==> config.mk <==
export PLATFORM = sky130hd
export DESIGN_NAME = evt_trig_combiner
export DESIGN_NICKNAME = d
export VERILOG_FILES = /design/src/rtl/evt_trig_pkg.sv /design/src/rtl/evt_match_unit.sv /design/src/rtl/and_not_reduce.sv /design/src/rtl/evt_trig_combiner.sv
export SDC_FILE = /design/constraint.sdc
export NUM_CORES = 1
export LEC_CHECK = 0
export BUFFER_PORTS_ARGS = -buffer_cell sky130_fd_sc_hd__buf_2
export CAP_MARGIN = 30
export CORE_AREA = 2 2 286 288
export CTS_BUF_LIST = sky130_fd_sc_hd__clkbuf_16
export DETAILED_ROUTE_END_ITERATION = 16
export DIE_AREA = 0 0 288 290
export PLACE_DENSITY_LB_ADDON = 0.08
export SLEW_MARGIN = 20
export SYNTH_ARGS = -nofsm -noshare
export SYNTH_HDL_FRONTEND = slang
export SYNTH_SLANG_ARGS = --single-unit
==> constraint.sdc <==
create_clock -name clk_i -period 5.86 [get_ports clk_i]
set_input_delay 1.172 -clock clk_i [delete_from_list [all_inputs] [get_ports clk_i]]
set_output_delay 1.172 -clock clk_i [all_outputs]
set_load 0.05 [all_outputs]
==> src/rtl/evt_trig_pkg.sv <==
package evt_trig_pkg;
  localparam int unsigned SLICE_W  = 32;
  localparam int unsigned SRC_W    = 3;
  localparam int unsigned NUM_EVT  = 6;
  localparam int unsigned NUM_EDGE = 4;
  localparam int unsigned NUM_SUB  = 4;
  localparam int unsigned NUM_TRG  = 2;
endpackage

==> src/rtl/evt_match_unit.sv <==
module evt_match_unit #(
  parameter int unsigned SLICE_W = 32,
  parameter int unsigned SRC_W   = 3,
  localparam int unsigned NSLICE = 1 << SRC_W,
  localparam int unsigned BUS_W  = SLICE_W * NSLICE
) (
  input  logic               clk_i,
  input  logic               rst_ni,
  input  logic [BUS_W-1:0]   bus_i,
  input  logic [SRC_W-1:0]   src_i,
  input  logic [SLICE_W-1:0] mask_i,
  input  logic [SLICE_W-1:0] cmp_i,
  input  logic               edge_i,
  output logic               hit_o
);
  logic [SLICE_W-1:0] slices [NSLICE];
  logic [SLICE_W-1:0] slice;
  logic               raw;
  logic               prev_q;

  for (genvar s = 0; s < NSLICE; s++) begin : g_slice
    assign slices[s] = bus_i[s*SLICE_W +: SLICE_W];
  end

  assign slice = slices[src_i];
  assign raw   = ~|((slice ^ cmp_i) & mask_i);

  // previous raw match, kept in both modes so switching mode is glitch-free
  always_ff @(posedge clk_i or negedge rst_ni) begin
    if (!rst_ni) prev_q <= 1'b0;
    else         prev_q <= raw;
  end

  assign hit_o = edge_i ? (raw & ~prev_q) : raw;

  // an edge-mode hit never lasts two cycles
  assert_edge_single_R3: assert property (@(posedge clk_i) disable iff (!rst_ni)
    (edge_i && hit_o) |=> (!edge_i || !hit_o))
    else $error("edge-mode hit held for two cycles");
endmodule

==> src/rtl/and_not_reduce.sv <==
module and_not_reduce #(
  parameter int unsigned W = 6
) (
  input  logic [W-1:0] in_i,
  input  logic [W-1:0] sel_i,
  input  logic [W-1:0] inv_i,
  output logic         out_o
);
  logic [W-1:0] term;

  // unselected inputs read as 1; selected ones pass through their inversion
  assign term  = ~sel_i | (in_i ^ inv_i);
  assign out_o = (|sel_i) & (&term);
endmodule

==> src/rtl/evt_trig_combiner.sv <==
module evt_trig_combiner
  import evt_trig_pkg::*;
#(
  parameter int unsigned SLICE_W_P  = SLICE_W,
  parameter int unsigned SRC_W_P    = SRC_W,
  parameter int unsigned NUM_EVT_P  = NUM_EVT,
  parameter int unsigned NUM_EDGE_P = NUM_EDGE,
  parameter int unsigned NUM_SUB_P  = NUM_SUB,
  localparam int unsigned BUS_W     = SLICE_W_P * (1 << SRC_W_P)
) (
  input  logic                            clk_i,
  input  logic                            rst_ni,
  input  logic [BUS_W-1:0]                mon_bus_i,
  input  logic [NUM_EVT_P*SRC_W_P-1:0]    evt_src_i,
  input  logic [NUM_EVT_P*SLICE_W_P-1:0]  evt_mask_i,
  input  logic [NUM_EVT_P*SLICE_W_P-1:0]  evt_cmp_i,
  input  logic [NUM_EDGE_P-1:0]           evt_edge_i,
  input  logic [NUM_SUB_P*NUM_EVT_P-1:0]  sub_and_i,
  input  logic [NUM_SUB_P*NUM_EVT_P-1:0]  sub_not_i,
  input  logic [NUM_SUB_P-1:0]            trg1_and_i,
  input  logic [NUM_SUB_P-1:0]            trg1_inv_i,
  input  logic [NUM_SUB_P-1:0]            trg2_and_i,
  input  logic [NUM_SUB_P-1:0]            trg2_inv_i,
  input  logic                            sw_trig_i,
  output logic                            trg1_o,
  output logic                            trg2_o,
  output logic                            trg1_pulse_o,
  output logic                            trg2_pulse_o
);
  logic [NUM_EVT_P-1:0] evt_hit;
  logic [NUM_SUB_P-1:0] sub_hit;
  logic [1:0]           trg_sel_and [2];
  logic [NUM_SUB_P-1:0] trg_and [2];
  logic [NUM_SUB_P-1:0] trg_inv [2];
  logic [1:0]           trg_comb;
  logic [1:0]           trg_d, trg_q, pls_q;

  for (genvar k = 0; k < NUM_EVT_P; k++) begin : g_evt
    logic edge_mode;
    if (k < NUM_EDGE_P) begin : g_edge
      assign edge_mode = evt_edge_i[k];
    end else begin : g_level
      assign edge_mode = 1'b0;
    end
    evt_match_unit #(
      .SLICE_W (SLICE_W_P),
      .SRC_W   (SRC_W_P)
    ) u_evt (
      .clk_i  (clk_i),
      .rst_ni (rst_ni),
      .bus_i  (mon_bus_i),
      .src_i  (evt_src_i[k*SRC_W_P +: SRC_W_P]),
      .mask_i (evt_mask_i[k*SLICE_W_P +: SLICE_W_P]),
      .cmp_i  (evt_cmp_i[k*SLICE_W_P +: SLICE_W_P]),
      .edge_i (edge_mode),
      .hit_o  (evt_hit[k])
    );
  end

  for (genvar j = 0; j < NUM_SUB_P; j++) begin : g_sub
    and_not_reduce #(.W(NUM_EVT_P)) u_sub (
      .in_i  (evt_hit),
      .sel_i (sub_and_i[j*NUM_EVT_P +: NUM_EVT_P]),
      .inv_i (sub_not_i[j*NUM_EVT_P +: NUM_EVT_P]),
      .out_o (sub_hit[j])
    );
  end

  assign trg_and[0] = trg1_and_i;
  assign trg_inv[0] = trg1_inv_i;
  assign trg_and[1] = trg2_and_i;
  assign trg_inv[1] = trg2_inv_i;

  for (genvar t = 0; t < 2; t++) begin : g_trg
    and_not_reduce #(.W(NUM_SUB_P)) u_trg (
      .in_i  (sub_hit),
      .sel_i (trg_and[t]),
      .inv_i (trg_inv[t]),
      .out_o (trg_comb[t])
    );
    assign trg_d[t] = trg_comb[t] | sw_trig_i;
  end

  always_ff @(posedge clk_i or negedge rst_ni) begin
    if (!rst_ni) begin
      trg_q <= '0;
      pls_q <= '0;
    end else begin
      trg_q <= trg_d;
      pls_q <= trg_d & ~trg_q;
    end
  end

  assign trg1_o       = trg_q[0];
  assign trg2_o       = trg_q[1];
  assign trg1_pulse_o = pls_q[0];
  assign trg2_pulse_o = pls_q[1];

  assert_sw_force_R7: assert property (@(posedge clk_i) disable iff (!rst_ni)
    sw_trig_i |=> (trg1_o && trg2_o))
    else $error("software request did not force both triggers");

  assert_empty_trg1_R5: assert property (@(posedge clk_i) disable iff (!rst_ni)
    (trg1_and_i == '0 && !sw_trig_i) |=> !trg1_o)
    else $error("trigger 1 fired with empty selection");

  assert_empty_trg2_R6: assert property (@(posedge clk_i) disable iff (!rst_ni)
    (trg2_and_i == '0 && !sw_trig_i) |=> !trg2_o)
    else $error("trigger 2 fired with empty selection");

  assert_pulse1_first_R9: assert property (@(posedge clk_i) disable iff (!rst_ni)
    trg1_pulse_o |-> (trg1_o && !$past(trg1_o)))
    else $error("trigger 1 pulse not on first level cycle");

  assert_pulse2_first_R9: assert property (@(posedge clk_i) disable iff (!rst_ni)
    trg2_pulse_o |-> (trg2_o && !$past(trg2_o)))
    else $error("trigger 2 pulse not on first level cycle");

  assert_pulse_rise_R9: assert property (@(posedge clk_i) disable iff (!rst_ni)
    $rose(trg1_o) |-> trg1_pulse_o)
    else $error("trigger 1 rose without pulse");
endmodule

Word level (Yosys, flattened, before mapping)

Cells that the tools add are included.

Bitwise gates (word level): 54
Order comparisons: 6
Mux-type cells: 22
Reduce and logical (&&, ||, !) cells: 24

Operators by type and width:

| kind                 | number |
|---|---|
| $bmux W32 S3         | 6 |
| $mux W32             | 12 |
| $and A32 B32 Y32     | 6 |
| $reduce_or A32 Y1    | 6 |
| $xor A32 B32 Y32     | 6 |
| $ge A4 B4 Y1 const B | 6 |
| $not A3 Y4           | 6 |
| $not A6 Y6           | 4 |
| $or A6 B6 Y6         | 4 |
| $reduce_and A6 Y1    | 4 |
| $reduce_or A6 Y1     | 4 |
| $xor A6 B6 Y6        | 4 |
| $and A1 B1 Y1        | 10 |
| $not A4 Y4           | 2 |
| $or A4 B4 Y4         | 2 |
| $reduce_and A4 Y1    | 2 |
| $reduce_or A4 Y1     | 2 |
| $xor A4 B4 Y4        | 2 |
| $logic_not A1 Y1     | 6 |
| $mux W1              | 4 |
| $not A1 Y1           | 4 |
| $and A2 B2 Y2        | 1 |
| $not A2 Y2           | 1 |
| $or A1 B1 Y1         | 2 |

Word-level logic and storage cells: 112
Register bits: 8
Input bits: 729

Longest topological paths before layout

Depth after elaboration: 20
Gate-level depth with buffers: 17

Hierarchy

From an unflattened synthesis, not the netlist that was laid out.

Cell total of the unflattened synthesis: 1403
Area, all modules: 16667.2 um2

By module, submodules not included:

| module                              | times used | area an instance (um2) | seq. area each (um2) | cells an instance |
|---|---|---|---|---|
| evt_match_unit                      | 6          | 2665.1                 | 25.0                 | 221 |
| and_not_reduce (g_sub[0].u_sub ...) | 4          | 103.8                  | 0.0                  | 13 |
| evt_trig_combiner                   | 1          | 136.4                  | 100.1                | 9 |
| and_not_reduce (g_trg[0].u_trg ...) | 2          | 62.6                   | 0.0                  | 8 |

Least setup slack after synthesis

Ideal clock, no wire load.

Kind: input-to-reg
From: input evt_src_i[6]
To: register pls_q[0]
Data arrival time: 4.853 ns
Path slack: 0.897 ns
Setup time: 0.110 ns
Cell stages on the path: 16
Path through: clkbuf_1 buf_2 buf_1 buf_2 mux2i_1 a221oi_1 xor2_1 a22oi_1 nand4_1 or4_1 buf_2 or3_1 a311oi_1 nor4b_2 mux2i_1 o41ai_1

Word-level cells in the longest chain between the ends: 20
Elaborated cells on any way between the ends: 32

RTL lines:

| item                                            | RTL line                | RTL |
|---|---|---|
| start, declared                                 | evt_trig_combiner.sv:14 | `input logic [NUM_EVT_P*SRC_W_P-1:0] evt_src_i,` |
| $not A3 Y4 (implied by the code) (*)            | evt_match_unit.sv:25    | `assign slice = slices[src_i];` |
| $bmux W32 S3 (*)                                | evt_match_unit.sv:25    |  |
| $mux W32 (implied by the code) (*) (2 in a row) | evt_match_unit.sv:25    |  |
| $xor A32 B32 Y32 (*)                            | evt_match_unit.sv:26    | `assign raw = ~\|((slice ^ cmp_i) & mask_i);` |
| $and A32 B32 Y32 (*)                            | evt_match_unit.sv:26    |  |
| $reduce_or A32 Y1 (*)                           | evt_match_unit.sv:26    |  |
| $logic_not A1 Y1 (*)                            | evt_match_unit.sv:26    |  |
| $and A1 B1 Y1                                   | evt_match_unit.sv:34    | `assign hit_o = edge_i ? (raw & ~prev_q) : raw;` |
| (+3 left out)                                   | -                       |  |
| $reduce_and A6 Y1                               | and_not_reduce.sv:13    | `assign out_o = (\|sel_i) & (&term);` |
| $and A1 B1 Y1                                   | and_not_reduce.sv:13    |  |
| $xor A4 B4 Y4 (*)                               | and_not_reduce.sv:12    | `assign term = ~sel_i \| (in_i ^ inv_i);` |
| $or A4 B4 Y4 (*)                                | and_not_reduce.sv:12    |  |
| $reduce_and A4 Y1 (*)                           | and_not_reduce.sv:13    |  |
| $and A1 B1 Y1 (*)                               | and_not_reduce.sv:13    |  |
| $or A1 B1 Y1 (*)                                | evt_trig_combiner.sv:81 | `assign trg_d[t] = trg_comb[t] \| sw_trig_i;` |
| $and A2 B2 Y2 (*)                               | evt_trig_combiner.sv:90 | `pls_q <= trg_d & ~trg_q;` |
| end signal, assigned                            | evt_trig_combiner.sv:90 |  |
| end, declared                                   | evt_trig_combiner.sv:36 | `logic [1:0] trg_d, trg_q, pls_q;` |

Every way passes the cells marked *; elsewhere a longest branch is shown, timed or not. The select of a mux whose other input is x is not followed.

Final worst setup path

From: input evt_src_i[0]
To: register trg_q[1]

Word-level cells in the longest chain between the ends: 19
Elaborated cells on any way between the ends: 31

RTL lines:

| item                                            | RTL line                | RTL |
|---|---|---|
| $not A3 Y4 (implied by the code) (*)            | evt_match_unit.sv:25    |  |
| $bmux W32 S3 (*)                                | evt_match_unit.sv:25    |  |
| $mux W32 (implied by the code) (*) (2 in a row) | evt_match_unit.sv:25    |  |
| $xor A32 B32 Y32 (*)                            | evt_match_unit.sv:26    |  |
| $and A32 B32 Y32 (*)                            | evt_match_unit.sv:26    |  |
| $reduce_or A32 Y1 (*)                           | evt_match_unit.sv:26    |  |
| $logic_not A1 Y1 (*)                            | evt_match_unit.sv:26    |  |
| $and A1 B1 Y1                                   | evt_match_unit.sv:34    |  |
| (+3 left out)                                   | -                       |  |
| $reduce_and A6 Y1                               | and_not_reduce.sv:13    |  |
| $and A1 B1 Y1                                   | and_not_reduce.sv:13    |  |
| $xor A4 B4 Y4 (*)                               | and_not_reduce.sv:12    |  |
| $or A4 B4 Y4 (*)                                | and_not_reduce.sv:12    |  |
| $reduce_and A4 Y1 (*)                           | and_not_reduce.sv:13    |  |
| $and A1 B1 Y1 (*)                               | and_not_reduce.sv:13    |  |
| $or A1 B1 Y1 (*)                                | evt_trig_combiner.sv:81 |  |
| via trg_d[1]                                    | evt_trig_combiner.sv:36 |  |
| end signal, assigned                            | evt_trig_combiner.sv:89 | `trg_q <= trg_d;` |
| end, declared                                   | evt_trig_combiner.sv:36 |  |

Mark *: on every way through the listed nets, which the timed path passes. The rest lies on a longest branch. The select of a mux whose other input is x is not followed.

==> results.yml <==
run_status:
  outcome: "complete, no violations"
placed_design:
  pre_cts_slack_ns: -0.721
  dp_hpwl_mm: 101
  gp_congestion: 0.886
  place_area_mm2: 0.0219
  port_buffers: 732
timing:
  finalClockSkew_ns: 0.00304
  drv_slew: 0
  holdWs_ns: 0.557
  slew_headroom: 0.267
  fmax_ghz: 0.178
  setup_ws_ns: 0.237
  finalHoldViolations: 0
  worst_pin_slew_ns: 1.10
  fin_crit_sh: 0.960
  rsz0062_at_grt: "false"
  setup_viol: 0
  fin_crit_ns: 5.62
drt:
  postRouteAntennaNets: 0
  route.detailed.drc: 0
  drt-total-wl_mm: 120
  route.vias.total: 19300
  drtIter0Drc: 1300
  vias_per_cell: 5.42
  dr.pass1.iters: 5
  wl_per_cell_um: 33.6
logic_synthesis:
  yosys-top-cells-area: "mux2i_1 (24%), mux2_2 (20%), mux4_2 (14%)"
  yosysMostFrequentCell: "mux2i_1"
  netlist_instances: 1718
  synth_top_cell_area_share: 0.239
  yosysSeqAreaShare: 0.0126
  synthTopCellsByCount: "mux2i_1 (378), mux2_2 (288), a221oi_1 (145)"
  syn-num-nets: 2447
  yosysUniqueCellTypes: 51
  yosysTopAreaCell: "mux2i_1"
  ys_warn_count: 0
  synth_ff_type: "dfrtp_1"
  async_flop_share: 1.00
  synth_edf_count: 0
  syn_area_per_cell_um2: 9.22
  syn_area_mm2: 0.0158
  synth_seq_cells: 8
pwr:
  leakagePower_uw: 0.00982
  p_switching_uw: 1240
  switching_share: 0.528
  power.share.sequential: 0.025
  ir_drop_uv: 68.0
  clkPwrFrac: 0.051
  total_power_uw: 2350
  p_comb_frac: 0.923
  internal_power_uw: 1110
  powerDensity_mw_per_mm2: 106
floorplanning:
  fp.dieW_um: 288
  core-area_mm2: 0.0802
  die_h_um: 290
  dieArea_mm2: 0.0835
  row_count: 104
  pin_count: 733
  start_util: 0.198
cells_and_area:
  nFillCells: 8832
  drive_gt1_frac: 0.547
  layout.nets: 3221
  syn2layout_area_growth_pct: 40.5
  stdcell_area_mm2: 0.0222
setup_path:
  r2r_slack_ns: 3.44
  cp_max_fo: 27
  rr_startpoint: "g_evt[3].u_evt.prev_q$_DFF_PN0_"
  worst-r2r-cell-count: 7
  crit_chain: "buf_6, buf_12, buf_4, mux2_2, o22ai_1, a221oi_1, xor2_1, a22oi_1, nand4_1, or4_1, buf_4, nor2_1, xnor2_1, a2111oi_4, buf_4, mux2i_1, o41ai_1"
  crit_buf_inv: 5
  crit_top_cell: "buf_4"
  path_delay_family: "compound AO/OA/AOI/OAI gates"
  endpoint_kind: "flop"
  max_stage_delay_ns: 0.56
  arrival_ns: 5.73
  worstSetupPathType: "input port to flop"
  slowest_stage: "or4_1"
  start_kind: "input port"
  crit_required_ns: 5.97
  r2r_end: "trg_q[1]$_DFF_PN0_"
clock_network:
  cts_buffer_depth: 2
  root_buffer: "clkbuf_16"
  cts_setup_buffers: 0
  clock_latency_ns: 0.24
  htree_num_levels: 1
  clk_pin_slew_ns: 0.04
  cts_tree: "built"
  ctsHoldBuffers: 0
  cts.sinks: 8
  cts-buffers-inserted: 3
worst_hold_path:
  min_path_cells: 3
  hold_start: "trg_q[1]$_DFF_PN0_"
  min_to: "pls_q[1]$_DFF_PN0_"
  hold_class: "flop to flop"
grt:
  grt_pass1_wl_mm: 163
  grt_pass1_vias: 20500
  grt.total_usage: 0.274
  grt_max_degree: 37
  grt_overflow: 0
  antenna_found_initial: 32
job:
  max_cap_viol_count: 0
-- layout make-up --
type                    count  area (µm²)  area share
multi-input cells        1544       15200       0.682
repair buffers            925        5410       0.243
inverters                  10        37.5     0.00169
clock buffers               3        75.1     0.00337
well taps                1060        1330      0.0596
diodes                     13        32.5     0.00146
flip-flops and latches      8         200     0.00900
-- registers in the layout (all words and copies together) (netlist names) --
register,count
g_evt.u_evt.prev_q,4
pls_q,2
trg_q,2
-- per-stage QoR --
stage,std cells,util,setup TNS [ns]
2_1_floorplan,1718,-,0
3_3_place_gp,3546,0.274,-2.65
3_5_place_dp,3547,0.274,-2.68
4_1_cts,3550,0.276,0
5_1_grt,3557,0.277,0
6_report,3563,0.278,0
-- metal layers --
metal | vias up | track usage | share of wire
met3 | 134 | 0.0343 | 0.051
met1 | 9742 | 0.338 | 0.41
met4 | 34 | 0.0494 | 0.024
met2 | 762 | 0.505 | 0.51
li1 | 8622 | - | -
met5 | - | 0 | 0.0018
-- cell families after synthesis --
group,Yosys count,share of synthesized area
AOI/OAI and AO/OA,410,0.197
xor gates and xnor gates,164,0.0907
buffers and inverters,166,0.0472
DFF,8,0.0126
muxes,762,0.580
and+or+nand+nor,208,0.0718
-- tightest hold or removal path: cells and delay by family, from the launching register on --
family                 cells  cell delay [ns]
buffers and inverters      1             0.06
flip-flops                 1             0.34
AND/OR/NAND/NOR            1             0.06
AO/OA/AOI/OAI              1             0.06
-- placed cells by master (no fill, tap or decap), types with 6 or more instances in the layout --
cell type  Yosys  layout
buf_2         75     724
mux2i_1      378     378
mux2_2       288     288
buf_4          4     171
o22ai_1      142     142
a221oi_1     145     130
xor2_1       108     108
mux4_2        96      96
a22oi_1       60      59
xnor2_1       56      56
nand2_1       58      53
nand2b_1      52      45
buf_12         0      20
nand4_1       18      18
nor3_1        16      16
a221oi_2       1      15
o21ai_0       15      15
diode_2        0      13
inv_1         10      10
and2_0         9       9
or4_1          8       8
a2111oi_0     14       8
dfrtp_1        8       8
nand2b_2       0       7
nor2_4         0       6
or3_1          6       6
buf_6          2       6
-- how the worst max path moves through the flow --
stage | startpoint | slack, ns | endpoint | cells past startpoint
after floorplan | evt_src_i[6] | 0.90 | pls_q[0]$_DFF_PN0_ | 16
after global placement | evt_src_i[15] | -0.69 | trg_q[1]$_DFF_PN0_ | 19
after detailed placement | evt_src_i[15] | -0.72 | trg_q[1]$_DFF_PN0_ | 19
after CTS | evt_src_i[0] | 0.05 | trg_q[1]$_DFF_PN0_ | 18
after global routing | evt_src_i[0] | 0.0002 | pls_q[0]$_DFF_PN0_ | 17
final | evt_src_i[0] | 0.24 | trg_q[1]$_DFF_PN0_ | 17
-- what timing repair did --
item	4_1_cts	5_1_grt
pin swaps	1	1
gates resized for setup	23	18
setup endpoints to repair	4	3
-- power by group through the flow --
stage	combinational [µW]	clock (µW)	sequential (µW)
floorplan	1040	0	71.5
global placement	2130	0	60.6
detailed placement	2150	0	60.6
CTS	2170	123	59.8
global route	2300	125	60.1
finish	2170	121	59.7
Note: power is estimated with default switching activity, not from simulation.
